==> config.mk <==
export PLATFORM = sky130hd
export DESIGN_NAME = irq_vec_ctrl
export DESIGN_NICKNAME = d
export VERILOG_FILES = /design/src/rtl/irq_vec_pkg.sv /design/src/rtl/irq_line.sv /design/src/rtl/irq_prio_enc.sv /design/src/rtl/irq_vec_ctrl.sv
export SDC_FILE = /design/constraint.sdc
export NUM_CORES = 1
export LEC_CHECK = 0
export ABC_AREA = 1
export BUFFER_PORTS_ARGS = -buffer_cell sky130_fd_sc_hd__buf_2
export CAP_MARGIN = 5
export CORE_MARGIN = 1.5
export CORE_UTILIZATION = 42
export CTS_CLUSTER_SIZE = 12
export DETAILED_ROUTE_END_ITERATION = 16
export PLACE_DENSITY = 0.65
export SYNTH_ARGS = -nofsm -noshare
export SYNTH_HDL_FRONTEND = slang
export SYNTH_SLANG_ARGS = --single-unit
==> constraint.sdc <==
create_clock -name clk_i -period 1.55 [get_ports clk_i]
set_input_delay 0.0775 -clock clk_i [delete_from_list [all_inputs] [get_ports clk_i]]
set_output_delay 0.0775 -clock clk_i [all_outputs]
set_load 0.01 [all_outputs]
==> src/rtl/irq_vec_pkg.sv <==
package irq_vec_pkg;
  localparam int unsigned CODE_W      = 8;
  localparam int unsigned CODE_STRIDE = 8;
  localparam logic [CODE_W-1:0] IDLE_CODE = 8'hFC;

  localparam logic [1:0] SZ_BYTE = 2'd0;
  localparam logic [1:0] SZ_HALF = 2'd1;

  localparam logic [1:0] RA_CFG  = 2'd0;
  localparam logic [1:0] RA_MASK = 2'd1;
  localparam logic [1:0] RA_PEND = 2'd2;
  localparam logic [1:0] RA_VEC  = 2'd3;
endpackage

==> src/rtl/irq_line.sv <==
module irq_line #(
  parameter int unsigned SYNC_STAGES = 2
) (
  input  logic clk_i,
  input  logic rst_ni,
  input  logic irq_ni,
  input  logic ed_i,
  input  logic clr_i,
  output logic pend_o
);
  logic [SYNC_STAGES-1:0] sync_q;
  logic prev_q, edge_q, fall;

  always_ff @(posedge clk_i or negedge rst_ni) begin
    if (!rst_ni) begin
      sync_q <= '1;
      prev_q <= 1'b1;
    end else begin
      sync_q <= {sync_q[SYNC_STAGES-2:0], irq_ni};
      prev_q <= sync_q[SYNC_STAGES-1];
    end
  end

  assign fall = prev_q & ~sync_q[SYNC_STAGES-1];

  // set wins over a simultaneous clear
  always_ff @(posedge clk_i or negedge rst_ni) begin
    if (!rst_ni)     edge_q <= 1'b0;
    else if (!ed_i)  edge_q <= 1'b0;
    else if (fall)   edge_q <= 1'b1;
    else if (clr_i)  edge_q <= 1'b0;
  end

  assign pend_o = ed_i ? edge_q : ~sync_q[SYNC_STAGES-1];

  p_edge_hold_r4: assert property (@(posedge clk_i) disable iff (!rst_ni)
    (ed_i && pend_o && !clr_i) |=> (pend_o || !ed_i));
  p_edge_clear_r4: assert property (@(posedge clk_i) disable iff (!rst_ni)
    (ed_i && clr_i && !fall) |=> !edge_q);
endmodule

==> src/rtl/irq_prio_enc.sv <==
module irq_prio_enc
  import irq_vec_pkg::*;
#(
  parameter int unsigned NUM_LINES = 8
) (
  input  logic [NUM_LINES-1:0] active_i,
  output logic [CODE_W-1:0]    code_o
);
  always_comb begin
    code_o = IDLE_CODE;
    for (int i = NUM_LINES - 1; i >= 0; i--) begin
      if (active_i[i]) code_o = CODE_W'(i * CODE_STRIDE);
    end
  end

  always_comb begin
    if (|active_i) a_low_bits_r6: assert (code_o[1:0] == 2'b00 && code_o != IDLE_CODE);
  end
endmodule

==> src/rtl/irq_vec_ctrl.sv <==
module irq_vec_ctrl
  import irq_vec_pkg::*;
#(
  parameter int unsigned NUM_LINES   = 8,
  parameter int unsigned SYNC_STAGES = 2
) (
  input  logic                 clk_i,
  input  logic                 rst_ni,
  input  logic [NUM_LINES-1:0] irq_ni,
  input  logic [3:0]           addr_i,
  input  logic                 we_i,
  input  logic [31:0]          wdata_i,
  input  logic [1:0]           size_i,
  output logic [31:0]          rdata_o,
  output logic                 irq_o,
  output logic                 wake_o
);
  localparam int unsigned IDX_W = (NUM_LINES > 1) ? $clog2(NUM_LINES) : 1;

  logic [NUM_LINES-1:0] ed_q, wm_q, mask_q, pend, clr, active;
  logic [CODE_W-1:0]    code;
  logic [31:0]          cfg_word, mask_word, pend_word, sel_word;
  logic [1:0]           reg_sel;
  logic                 unused_bits;

  assign reg_sel     = addr_i[3:2];
  assign unused_bits = ^{addr_i[1:0], wdata_i};

  always_ff @(posedge clk_i or negedge rst_ni) begin
    if (!rst_ni) begin
      ed_q   <= '0;
      wm_q   <= '0;
      mask_q <= '0;
    end else if (we_i) begin
      for (int i = 0; i < NUM_LINES; i++) begin
        if (reg_sel == RA_CFG) begin
          ed_q[i] <= wdata_i[31-2*i];
          wm_q[i] <= wdata_i[30-2*i];
        end
        if (reg_sel == RA_MASK) mask_q[i] <= wdata_i[31-i];
      end
    end
  end

  for (genvar g = 0; g < NUM_LINES; g++) begin : g_line
    assign clr[g] = we_i && (reg_sel == RA_PEND) && wdata_i[31-g];
    irq_line #(.SYNC_STAGES(SYNC_STAGES)) u_line (
      .clk_i  (clk_i),
      .rst_ni (rst_ni),
      .irq_ni (irq_ni[g]),
      .ed_i   (ed_q[g]),
      .clr_i  (clr[g]),
      .pend_o (pend[g])
    );
  end

  assign active = pend & mask_q;

  irq_prio_enc #(.NUM_LINES(NUM_LINES)) u_enc (
    .active_i (active),
    .code_o   (code)
  );

  assign irq_o  = |active;
  assign wake_o = |(pend & wm_q);

  always_comb begin
    cfg_word  = '0;
    mask_word = '0;
    pend_word = '0;
    for (int i = 0; i < NUM_LINES; i++) begin
      cfg_word[31-2*i] = ed_q[i];
      cfg_word[30-2*i] = wm_q[i];
      mask_word[31-i]  = mask_q[i];
      pend_word[31-i]  = pend[i];
    end
  end

  always_comb begin
    unique case (reg_sel)
      RA_CFG:  sel_word = cfg_word;
      RA_MASK: sel_word = mask_word;
      RA_PEND: sel_word = pend_word;
      default: sel_word = {code, 24'h0};
    endcase
    if (size_i == SZ_BYTE)      rdata_o = {24'h0, sel_word[31:24]};
    else if (size_i == SZ_HALF) rdata_o = {16'h0, sel_word[31:16]};
    else                        rdata_o = sel_word;
  end

  p_irq_code_r10: assert property (@(posedge clk_i) disable iff (!rst_ni)
    irq_o == (code != IDLE_CODE));
  p_winner_unmasked_r5: assert property (@(posedge clk_i) disable iff (!rst_ni)
    irq_o |-> (mask_q[code[IDX_W+2:3]] && pend[code[IDX_W+2:3]]));
  p_masked_wake_r9: assert property (@(posedge clk_i) disable iff (!rst_ni)
    (|(pend & wm_q & ~mask_q)) |-> wake_o);
  p_cfg_low_zero_r2: assert property (@(posedge clk_i) disable iff (!rst_ni)
    (reg_sel == RA_CFG && size_i[1]) |-> rdata_o[15:0] == 16'h0);
  p_vec_ro_r8: assert property (@(posedge clk_i) disable iff (!rst_ni)
    (we_i && reg_sel == RA_VEC) |=> ($stable(ed_q) && $stable(wm_q) && $stable(mask_q)));
endmodule

==> results of run 1 <==
power breakdown:
part           internal (µW)  leakage, µW  switching (µW)
clock                    480    0.0000552             460
sequential              1650     0.000649             149
combinational            530      0.00112             566
critical path, stage by stage (launching register included):
cell	delay, ns
dfrtp_1	0.44
nand2_2	0.11
o21ai_4	0.09
nand2_2	0.08
nand2_2	0.11
buf_6	0.10
a21oi_2	0.02
o21ai_1	0.16
nand2_2	0.11
o22ai_2	0.10
buf_2	0.15
cell usage after synthesis (all sizes together), types with 5 or more instances:
library cell,count
a21oi,8
dfrtp,32
dfstp,24
inv,25
mux2,6
nand2,74
nand3,8
nand3b,5
nor2,43
o21ai,35
o22ai,9
routing by layer:
| layer | global-route usage | vias up | wire, µm |
|---|---|---|---|
| li1 | - | 1165 | - |
| met1 | 0.273 | 1110 | 2940 |
| met2 | 0.321 | 60 | 3070 |
| met3 | 0.0315 | 6 | 279 |
| met4 | 0.0603 | 0 | 59 |
| met5 | 0 | - | 0 |
per-stage QoR:
step	TNS, ns	std cells	area, µm²	total power, µW	setup slack [ns]
6_report	-5.83	479	3660	3840	-0.313
5_1_grt	-8.73	479	3660	4060	-0.447
4_1_cts	-5.96	475	3550	3770	-0.316
3_5_place_dp	-0.0222	444	3160	2680	-0.0114
3_3_place_gp	0	444	3160	2660	0.0120
2_1_floorplan	0	285	2570	2270	0.133
logic make-up (layout without fill, tap and decap cells):
| family | count (synthesis) | in the layout | synth area share |
|---|---|---|---|
| AND/OR/NAND/NOR | 132 | 132 | 0.230 |
| AO/OA/AOI/OAI | 59 | 59 | 0.137 |
| flip-flops | 56 | 56 | 0.556 |
| buffers and inverters | 32 | 151 | 0.0506 |
| multiplexers | 6 | 6 | 0.0263 |
worst paths after layout:
check	startpoint	endpoint	cells past startpoint
setup / recovery	ed_q[3]	rdata_o[4]	10
hold / removal	wdata_i[21]	ed_q[5]	2
setup reg to reg	ed_q[7]	ed_q[7]	3
hold reg to reg	g_line[3].u_line.sync_q[0]	g_line[3].u_line.sync_q[1]	0
max in group asynchronous	rst_ni	g_line[7].u_line.sync_q[0]	3
min in group asynchronous	rst_ni	mask_q[5]	3
cells in the final DEF (no fill, tap or decap), drive strengths merged:
cell	count
a21oi	8
a221oi	3
a22oi	2
buf	103
bufinv	1
clkbuf	6
clkinv	2
dfrtp	32
dfstp	24
dlygate4sd3	14
inv	25
mux2	6
nand2	74
nand3	8
nand3b	5
nor2	43
nor3	2
o211ai	1
o21a	1
o21ai	35
o22ai	9
registers in the layout, indices dropped and copies added, names as in the netlist:
register / flops
mask_q: 8
wm_q: 8
g_line.u_line.sync_q: 16
ed_q: 8
g_line.u_line.edge_q: 8
g_line.u_line.prev_q: 8
layout make-up:
class                           count  share of cell area
Inverter                           26              0.0267
Timing Repair Buffer              117               0.213
Tap cell                           75              0.0256
Clock buffer                        6              0.0198
Multi-Input combinational cell    197               0.314
Clock inverter                      2             0.00957
Sequential cell                    56               0.392
repair_timing:
action / CTS / global route
setup buffers: 9 / 4
endpoints found under the hold margin: 45 / 0
hold buffers: 14 / 0
pin swaps: 8 / 9
endpoints found under the setup margin: 26 / 26
gates resized for setup: 24 / 17
==> reports/qor.yml, run 1 <==
fillCellCount: 511
start_kind: "flop"
vdd_ir_drop_max_mv: 0.618
num_antenna_cells: 0
core_mm2: 0.00592
synth_top_area_frac: 0.311
cp_max_fo: 3
finalWorstSetupSlack_ns: -0.313
start_util: 0.434
min_period_ns: 1.86
hp-class: "input pin to flop"
routed_wl_um: 6360
grt_pass1_vias: 2084
detail_route.first_pass.iterations: 4
rsz0062_at_grt: "yes"
finalHoldViolations: 0
ys_warn_count: 0
grt_first_pass_wirelength_um: 9800
ys_ff_latch: 56
netlist_top_cells_area: "dfrtp_1, dfstp_2, nand2_1"
drtIter0Drc: 122
wl_per_cell_um: 13.3
clockRootBuffer: "clkbuf_8"
clock_sinks: 56
setup.worst_path.end_class: "output port"
hold_slack_ns: 0.0103
fmax_mhz: 537
die_area_mm2: 0.00660
cts_tree: "built"
finalSetupViolations: 25
via_count: 2341
avgSynthCellArea_um2: 9.03
synth-main-ff-cell: "dfrtp_1"
outcome: "finished, violations left"
ios: 83
antenna_left: 0
p_per_area_mw_per_mm2: 1050
clock_skew_ns: 0.00628
place_congestion: 0.870
h-tree-depth: 2
max_slew_margin: 0.698
synthCells: 285
grt_antenna_before_repair: 0
cts_buffers: 5
clkSlewWorstSetupHoldPaths_ns: 0.09
ys_types: 28
drv_slew: 0
drive_gt1_frac: 0.473
grtUsageTotal: 0.198
dp_hpwl_um: 4440
cp.arrival_ns: 1.79
overflow: 0
drc: 0
dieHeight_um: 81.3
async_reset_ff_frac: 1.00
seqCellArea_mm2: 0.00143
finalCoreUtilization: 0.618
rows: 28
leakage_uw: 0.00183
grt_max_degree: 57
min_period_over_period: 1.20
cap_violations: 0
synth.cell_area_mm2: 0.00257
r2r_slack_ns: 0.50
path_class: "flop to output port"
io_buffers: 64
synth_top_cell_by_area: "dfrtp_1"
clock_latency_ns: 0.31
synthesis.nets: 334
synth-edff-count: 0
dieWidth_um: 81.3
viasPerCell: 4.89
synth-seq-area-share: 0.556
tightestPinTransition_ns: 0.452
cp.required_ns: 1.47
area_delta_synth_final_pct: 42.3
multiInputGateArea_mm2: 0.00115
clock_path_buffers: 2
violations: "setup timing"
fin_nets: 452
No activity file was read; power rests on OpenSTA's default activity.
==> run 2, diff against run 1 <==
--- a/config.mk
+++ b/config.mk
@@ -5,14 +5,13 @@
 export SDC_FILE = /design/constraint.sdc
 export NUM_CORES = 1
 export LEC_CHECK = 0
-export ABC_AREA = 1
 export BUFFER_PORTS_ARGS = -buffer_cell sky130_fd_sc_hd__buf_2
 export CAP_MARGIN = 5
 export CORE_MARGIN = 1.5
 export CORE_UTILIZATION = 42
 export CTS_CLUSTER_SIZE = 12
 export DETAILED_ROUTE_END_ITERATION = 16
-export PLACE_DENSITY = 0.65
+export PLACE_DENSITY = 0.64
 export SYNTH_ARGS = -nofsm -noshare
 export SYNTH_HDL_FRONTEND = slang
 export SYNTH_SLANG_ARGS = --single-unit
==> run 2 against run 1 <==
  * The flow still finishes with violations (setup timing)
  * Sequential share of layout area decreased by 4.8 points
  * First-iteration DRC count down 70%
  * Non-clock buffer count up 12
  * Clock skew is 0.0016 ns lower
==> reports/qor.yml, run 2 <==
outcome: "finished, violations left"
violations: "setup timing"
crit_path_frequent_cell: "nor2b_4"
drive_gt1_frac: 0.603  # +0.130
grt_antenna_before_repair: 0  # unchanged
synth_top_area_frac: 0.278  # -0.0334
slowest_stage: "dfstp_2"
avgSynthCellArea_um2: 11.7  # +30%
routed_wl_um: 7100  # +12%
yosys-top-cells-count: "dfrtp_1, dfstp_2, mux2_2"
start_kind: "flop"
via_count: 2261  # -3.4%
synth-seq-area-share: 0.497  # -0.0597
core_mm2: 0.00672  # +13%
ios: 83  # unchanged
synth_most_common_cell: "dfrtp_1"
die_area_mm2: 0.00737  # +12%
h-tree-depth: 2  # unchanged
clock_path_buffers: 2  # unchanged
hold_slack_ns: 0.0196  # +0.00934 ns
synth_compound_area_frac: 0.147  # +0.00961
ys_types: 57  # +100%
min_period_over_period: 1.28  # +0.0785
detail_route.first_pass.iterations: 4  # unchanged
cp.arrival_ns: 1.91  # +0.12 ns
placed_area_mm2: 0.00364  # +15%
dp_hpwl_um: 5290  # +19%
use_met2: 0.336  # +0.0158
ys_warn_count: 0  # unchanged
wl_per_cell_um: 15.6  # +18%
top_usage_layer: "met2"
path_delay_family: "simple AND/OR/NAND/NOR gates"
synth.area.mux_share: 0.111  # +0.0849
synth-simple-area-share: 0.220  # -0.00942
hp-class: "input pin to flop"
cp_max_fo: 4  # +1
area_delta_synth_final_pct: 44.6
start_util: 0.429  # -0.00562
place_congestion: 0.934  # +7.3%
cts_buffers: 5  # unchanged
tightestPinTransition_ns: 0.427  # -0.0251 ns
synth-main-ff-cell: "dfrtp_1"
synth.cell_area_mm2: 0.00288  # +12%
clock_skew_ns: 0.00470  # -0.00158 ns
clkSlewWorstSetupHoldPaths_ns: 0.10  # about the same
rsz0062_at_grt: "yes"
dieWidth_um: 85.8  # +5.6%
finalHoldViolations: 0  # unchanged
global_route.usage.met3: 0.0337  # +0.00223
largest_reg_flops: 16  # unchanged
finalWorstSetupSlack_ns: -0.435  # -0.122 ns
r2r_slack_ns: 0.45  # -0.05 ns
fin_nets: 423  # -6.4%
grt_max_degree: 57  # unchanged
cts_tree: "built"
drc: 0  # unchanged
setup.worst_path.end_class: "output port"
synthesis.nets: 295  # -12%
async_reset_ff_frac: 1.00  # unchanged
overflow: 0  # unchanged
ys_ff_latch: 56  # unchanged
use_met1: 0.276  # +0.00391
p_per_area_mw_per_mm2: 1000  # -4.2%
synthAdderAreaFrac: 0  # unchanged
drv_slew: 0  # unchanged
grtUsageTotal: 0.206  # +0.00783
fillCellCount: 555  # +8.6%
synth_top_family_by_area: "simple AND/OR/NAND/NOR gates"
synth_top_cell_by_area: "dfrtp_1"
antenna_left: 0  # unchanged
top_register: "g_line.u_line.sync_q"
critPathMaxStageDelay_ns: 0.54  # +0.10 ns
clock_latency_ns: 0.31  # about the same
path_class: "flop to output port"
final_cell_mix: "buf_2, buf_4, dfrtp_1"
grt_first_pass_wirelength_um: 11600  # +19%
netlist_top_cells_area: "dfrtp_1, dfstp_2, mux2_2"
drtIter0Drc: 36  # -70%
finalCoreUtilization: 0.620  # +0.00196
io_buffers: 64  # unchanged
max_slew_margin: 0.714  # +0.0165
synth_xor_area_frac: 0  # unchanged
clockRootBuffer: "clkbuf_8"
crit_buf_inv: 1  # -1
synth-edff-count: 0  # unchanged
fmax_mhz: 504  # -6.1%
path_cells: "nor2b_4, nor3b_4, nand4b_4, o31ai_4, nor2b_4, buf_6"
cap_violations: 0  # unchanged
min_period_ns: 1.99  # +0.122 ns
synthCells: 246  # -14%
leakage_uw: 0.00187  # +2.5%
rows: 30  # +7.1%
dieHeight_um: 85.8  # +5.6%
cp.required_ns: 1.47  # about the same
clock_sinks: 56  # unchanged
num_antenna_cells: 0  # unchanged
viasPerCell: 4.97  # +1.7%
vdd_ir_drop_max_mv: 0.590  # -4.4%
layout_commonest_cell: "buf_2"
finalSetupViolations: 26  # +4.0%
fin_area_mm2: 0.00417  # +14%
grt_pass1_vias: 2337  # +12%
-- run 2: cell count changes after synthesis, sizes merged, moves of 7 or more --
cell / delta
o22ai: -7
mux2: +18
nor2b: +23
and2: +18
inv: -21
nand2: -61
nor2: -31
o21ai: -29
nand2b: +12
-- run 2: through the flow --
stage                     setup WS (ns)  instances  TNS (ns)  power, µW
after floorplan                 0.00310        246         0       2580
after global placement           -0.155        426     -2.04       3120
after detailed placement         -0.194        426     -2.37       3140
after CTS                        -0.444        452     -9.05       4180
after global routing             -0.537        455    -11.09       4420
final                            -0.435        455     -8.83       4180
-- run 2: repair_timing --
item | CTS | global route
endpoints found under the setup margin | 26 | 26
resized for setup | 35 | 9
pin swaps | 32 | 8
setup buffers | 2 | 3
hold buffers | 17 | 0
hold endpoints to repair | 48 | 0
-- run 2: kinds of logic after synthesis --
group | after synthesis
AND/OR/NAND/NOR | 99
flip-flops | 56
AO/OA/AOI/OAI | 50
multiplexers | 29
buffers and inverters | 12
-- run 2: per-layer routing --
layer	share of wire	wire length, µm
met1	0.48	3430
met2	0.47	3320
met3	0.031	222
met4	0.017	124
met5	0	0
-- run 2: final cells by class --
class                           instances  area (µm²)  area share
Clock buffer                            5        68.8      0.0165
Clock inverter                          3        22.5     0.00540
Inverter                                4        15.0     0.00360
Multi-Input combinational cell        178        1610       0.386
Sequential cell                        56        1430       0.344
Tap cell                               80         100      0.0240
Timing Repair Buffer                  129         921       0.221
-- run 2: where the power goes --
group          leakage [µW]  internal (µW)  switching, µW  total, µW
clock             0.0000485            325            483        808
sequential         0.000642           1660            169       1830
combinational       0.00118            824            718       1540
total               0.00187           2810           1370       4180
-- run 2: final timing paths --
| path | startpoint | to | cells after the start |
|---|---|---|---|
| max in group asynchronous | rst_ni | g_line[1].u_line.prev_q | 3 |
| min reg2reg | g_line[4].u_line.sync_q[0] | g_line[4].u_line.sync_q[1] | 0 |
| max reg2reg | g_line[6].u_line.sync_q[1] | g_line[6].u_line.edge_q | 5 |
| min | wdata_i[29] | ed_q[1] | 2 |
| max | g_line[0].u_line.sync_q[1] | rdata_o[14] | 6 |
| min in group asynchronous | rst_ni | ed_q[4] | 3 |
-- run 2: worst reg2reg max path: stages, from the launching register on --
cell	delay [ns]
dfstp_2	0.57
buf_4	0.12
buf_4	0.10
nor2b_1	0.04
a21oi_1	0.11
nor2b_1	0.06
